[src/rtl/booth_pkg.sv]
package booth_pkg;
  typedef enum logic [2:0] {
    SEL_ZERO = 3'd0,
    SEL_POS1 = 3'd1,
    SEL_POS2 = 3'd2,
    SEL_NEG1 = 3'd3,
    SEL_NEG2 = 3'd4
  } sel_e;
endpackage

[src/rtl/booth_enc.sv]
module booth_enc
  import booth_pkg::*;
(
  input  logic [2:0] win,
  output sel_e       sel
);
  // win = {y[2k+1], y[2k], y[2k-1]}
  always_comb begin
    unique case (win)
      3'b001, 3'b010: sel = SEL_POS1;
      3'b011:         sel = SEL_POS2;
      3'b100:         sel = SEL_NEG2;
      3'b101, 3'b110: sel = SEL_NEG1;
      default:        sel = SEL_ZERO;
    endcase
  end
endmodule

[src/rtl/booth_pp.sv]
module booth_pp
  import booth_pkg::*;
#(
  parameter int XW = 8,
  parameter int PW = 16,
  parameter int SH = 0
) (
  input  logic [XW-1:0] x,
  input  sel_e          sel,
  output logic [PW-1:0] row,
  output logic [PW-1:0] inc
);
  logic [PW-1:0] x_ext;
  logic [PW-1:0] mag;
  logic [PW-1:0] flip;
  logic          neg;

  assign x_ext = {{(PW-XW){x[XW-1]}}, x};

  always_comb begin
    unique case (sel)
      SEL_POS1, SEL_NEG1: mag = x_ext;
      SEL_POS2, SEL_NEG2: mag = x_ext << 1;
      default:            mag = '0;
    endcase
    neg  = (sel == SEL_NEG1) || (sel == SEL_NEG2);
    flip = neg ? ~mag : mag;
  end

  // inverted row plus a one at the row's lowest weight forms the negation
  assign row = flip << SH;
  assign inc = {{(PW-1){1'b0}}, neg} << SH;
endmodule

[src/rtl/booth_acc.sv]
module booth_acc #(
  parameter int PW = 16,
  parameter int G  = 4
) (
  input  logic [G-1:0][PW-1:0] rows,
  input  logic [G-1:0][PW-1:0] incs,
  output logic [PW-1:0]        sum
);
  logic [PW-1:0] cin_vec;

  always_comb begin
    cin_vec = '0;
    for (int k = 0; k < G; k++) cin_vec = cin_vec | incs[k];
  end

  always_comb begin
    sum = cin_vec;
    for (int k = 0; k < G; k++) sum = sum + rows[k];
  end
endmodule

[src/rtl/booth_mult.sv]
module booth_mult
  import booth_pkg::*;
#(
  parameter int XW = 8,
  parameter int YW = 8
) (
  input  logic             clk,
  input  logic             rst_n,
  input  logic             start,
  input  logic [XW-1:0]    x_in,
  input  logic [YW-1:0]    y_in,
  output logic             valid,
  output logic [XW+YW-1:0] product
);
  localparam int YE = YW + (YW % 2);
  localparam int G  = YE / 2;
  localparam int PW = XW + YW;

  // yx[0] is the implicit zero below bit 0
  logic [YE:0] yx;

  generate
    if (YE != YW) begin : g_odd
      assign yx = {y_in[YW-1], y_in, 1'b0};
    end else begin : g_even
      assign yx = {y_in, 1'b0};
    end
  endgenerate

  logic [G-1:0][PW-1:0] rows;
  logic [G-1:0][PW-1:0] incs;
  logic [PW-1:0]        sum;

  generate
    for (genvar k = 0; k < G; k++) begin : g_grp
      sel_e sel;
      booth_enc i_enc (
        .win (yx[2*k+2:2*k]),
        .sel (sel)
      );
      booth_pp #(.XW(XW), .PW(PW), .SH(2*k)) i_pp (
        .x   (x_in),
        .sel (sel),
        .row (rows[k]),
        .inc (incs[k])
      );
    end
  endgenerate

  booth_acc #(.PW(PW), .G(G)) i_acc (
    .rows (rows),
    .incs (incs),
    .sum  (sum)
  );

  logic [PW-1:0] prod_q, prod_d;
  logic          vld_q, vld_d;

  always_comb begin
    vld_d  = start;
    prod_d = start ? sum : prod_q;
  end

  always_ff @(posedge clk or negedge rst_n) begin
    if (!rst_n) begin
      vld_q  <= 1'b0;
      prod_q <= '0;
    end else begin
      vld_q  <= vld_d;
      prod_q <= prod_d;
    end
  end

  assign valid   = vld_q;
  assign product = prod_q;
endmodule


[config.mk]
export PLATFORM = sky130hd
export DESIGN_NAME = booth_mult
export DESIGN_NICKNAME = d
export VERILOG_FILES = /design/src/rtl/booth_pkg.sv /design/src/rtl/booth_enc.sv /design/src/rtl/booth_pp.sv /design/src/rtl/booth_acc.sv /design/src/rtl/booth_mult.sv
export SDC_FILE = /design/constraint.sdc
export NUM_CORES = 1
export LEC_CHECK = 0
export CAP_MARGIN = 20
export CORE_MARGIN = 2
export CORE_UTILIZATION = 50
export DETAILED_ROUTE_END_ITERATION = 7
export PLACE_DENSITY_LB_ADDON = 0.12
export SYNTH_ARGS = -nofsm -noshare
export SYNTH_HDL_FRONTEND = slang
export SYNTH_SLANG_ARGS = --single-unit
[constraint.sdc]
create_clock -name clk -period 0.8 [get_ports clk]
set_input_delay 0.2 -clock clk [delete_from_list [all_inputs] [get_ports clk]]
set_output_delay 0.2 -clock clk [all_outputs]
set_load 0.02 [all_outputs]
==> impl_metrics.yaml <==
synthesis:
  synth_common_cells: "nor2_1 (37), xnor2_1 (33), ha_1 (32)"
  synthMuxAreaShare_pct: 8.134
  syn_inst: 324
  synth-simple-area-share_pct: 12.82
  synth_seq_cells: 17
  synth_top_area_share_pct: 15.03
  yosysSeqAreaShare_pct: 15.03
  synth_edf_count: 0
  synth_area_per_cell_um2: 8.735
  synth_top_family_by_area: "adder cells"
  synth_compound_area_share_pct: 17.06
  synthFlopType: "dfrtp_1"
  ys_types: 43
  synth_top_area_cell: "dfrtp_1"
  synthAdderAreaFrac_pct: 28.29
  synth_xor_area_share_pct: 11.76
  yosysMostFrequentCell: "nor2_1"
  yosysWarnings: 0
  syn_area_um2: 2830
  synth_area_leaders: "dfrtp_1 (15%), fa_1 (14%), ha_1 (14%)"
  async_reset_ff_share_pct: 100.0
  synth_fp_nets: 395
timing:
  slew_headroom_pct: 76.23
  fin_crit_ps: 3610
  post-route-period-util_pct: 451.3
  grt_setup_unrepaired: "true"
  slew_violations: 0
  tightestPinTransition_ps: 355.3
  fmax_mhz: 277.0
  hold_violations: 0
  clock_skew_ps: 0
  fin_ws_ps: -2810
  setup_tns_ps: -37280
  setup-violations-final: 33
die:
  die_x_um: 79.24
  dieHeight_um: 79.24
  core_um2: 5473
  start_util_pct: 51.71
  rows: 27
  die_area_um2: 6278
  io_pins: 36
clock_network:
  clock_path_buffers: 2
  clock_latency_ps: 260
  cts.sink_count: 17
  cts_root_buf: "clkbuf_8"
  numCtsBuffers: 3
  clkTransAtPathRegs_ps: 70
  htreeDepth: 1
  cts_tree: "built"
critical_path:
  timing.rr.start: "product[13]"
  arrival_ps: 3750
  setup.worst_path.start: "y_in[3]"
  critPathRequiredTime_ps: 940
  worstSetupEndpointType: "flop"
  path_cells: "buf_8, or2_4, or2_4, buf_12, buf_12, nor2_4, a211oi_2, fa_1, fa_1, inv_2, ha_4, ha_4, a211oi_4, nor2_2, o41ai_2, buf_4, a211o_1, nand3_1"
  cp_top_family: "adder cells"
  path_max_fanout: 4
  slowest_stage: "fa_1"
  cp_num_buf_inv: 5
  worstRegToRegCells: 2
  max_stage_delay_ps: 530
  start_kind: "input pin"
  reg2reg_slack_ps: -120
  path_class: "input pin to flop"
  timing.rr.end: "product[13]"
global_routing:
  grt.overflow.total: 0
  antenna_found_initial: 0
  grt_max_degree: 18
  grtUsageTotal_pct: 29.05
  grt_pass1_vias: 3109
  grt_pass1_wl_um: 14320
power_and_ir_drop:
  internal_power_mw: 9.666
  ir_drop_uv: 3070
  clkPwrFrac_pct: 3.9
  p_sw_share_pct: 43.79
  p_leak_nw: 2.223
  pwr_density_cell_nw_per_um2: 3457
  power_switching_mw: 7.531
  p_seq_share_pct: 9.0
  combPwrFrac_pct: 87.1
detailed_routing:
  wire_per_inst_um: 19.49
  viasPerCell: 5.897
  ant_nets: 0
  drc: 0
  vias: 3102
  routed_wl_um: 10250
  drtIter0Drc: 198
  firstDrtPassIters: 4
final_layout:
  final_nets: 526
  diodes: 0
  drive_gt1_share_pct: 56.39
  area_delta_synth_final_pct: 75.77
  finish.utilization_pct: 90.90
  fillers: 214
worst_hold_path:
  min_path_type: "input pin to asynchronous set/reset pin"
placement:
  io_buffers: 35
  dpl_worst_slack_ps: -3595
  gp_congestion: 0.8925
  post-dp-hpwl_um: 6007
run:
  max_cap_viol_count: 0
outcome:
  violations: "setup timing"
  status: "finished with violations"
-- placed cells by master, fill, tap and decap left out, drive strengths merged, types with 9 or more instances in the layout --
master,count
o21ai,12
dfrtp,17
nand2,13
fa,20
nor2,37
a21oi,9
xnor2,33
inv,29
a22oi,12
buf,135
ha,32
a211oi,16
mux2,13
-- cells by family (layout without fill, tap and decap cells) --
family | after synthesis | count (layout)
AND/OR/NAND/NOR | 78 | 78
AO/OA/AOI/OAI | 69 | 69
adder cells (fa/ha/maj) | 52 | 52
buffers and inverters | 49 | 179
XOR/XNOR | 38 | 38
multiplexers | 21 | 21
flip-flops | 17 | 17
-- sequential cells by signal (all words and copies together) (netlist names) --
name,flops
product,16
valid,1
-- metal layers --
layer	up-vias	routed length (um)	global-route usage (%)
met1	1530	3808	34.34
met5	-	0	0
li1	1389	-	-
met4	0	504	9.828
met3	48	521	3.523
met2	135	5420	53.98
-- layout make-up --
cell class / instances / area [um2] / share of cell area (%)
inverters: 29 / 108.9 / 2.188
repair buffers: 146 / 1346 / 27.06
clock buffers: 3 / 41.29 / 0.8300
flip-flops and latches: 17 / 425.4 / 8.551
well taps: 72 / 90.09 / 1.811
multi-input cells: 258 / 2958 / 59.46
clock inverters: 1 / 5.005 / 0.1006
-- power groups by stage --
stage	combinational, mW	clock (mW)	sequential (mW)
2_1_floorplan	6.72	0	1.91
6_report	15.0	0.677	1.54
3_5_place_dp	11.0	0	1.47
3_3_place_gp	10.7	0	1.45
5_1_grt	15.9	0.723	1.58
4_1_cts	12.7	0.683	1.53
-- worst max path at each step --
stage | to | slack [ps] | cells past startpoint
floorplan | product[12] | -3010 | 16
global placement | product[12] | -3600 | 15
detailed placement | product[12] | -3600 | 15
CTS | product[12] | -2940 | 15
global route | product[14] | -2920 | 18
finish | product[14] | -2810 | 18
-- timing repair --
action                                  in CTS  in global routing
gates resized for setup                    225                 69
setup buffers                               25                  6
gates cloned                                 2                  0
endpoints found under the setup margin      33                 33
hold endpoints to repair                     0                  0
hold buffers                                 0                  0
pin swaps                                   44                 36
-- worst register-to-register path, stage by stage, from the launching register on --
cell and delay, ps:
dfrtp_1 390, buf_4 130, a211o_1 280
-- through the flow --
step	total power [mW]	cells	hold slack (ps)	cell area, um2
detailed placement	12.45	493	493.9	4039
global route	18.18	526	277.0	4975
CTS	14.88	521	277.2	4642
floorplan	8.634	324	-95.59	3119
finish	17.20	526	269.8	4975
global placement	12.10	493	490.4	4039
(Power assumes the default switching activity.)
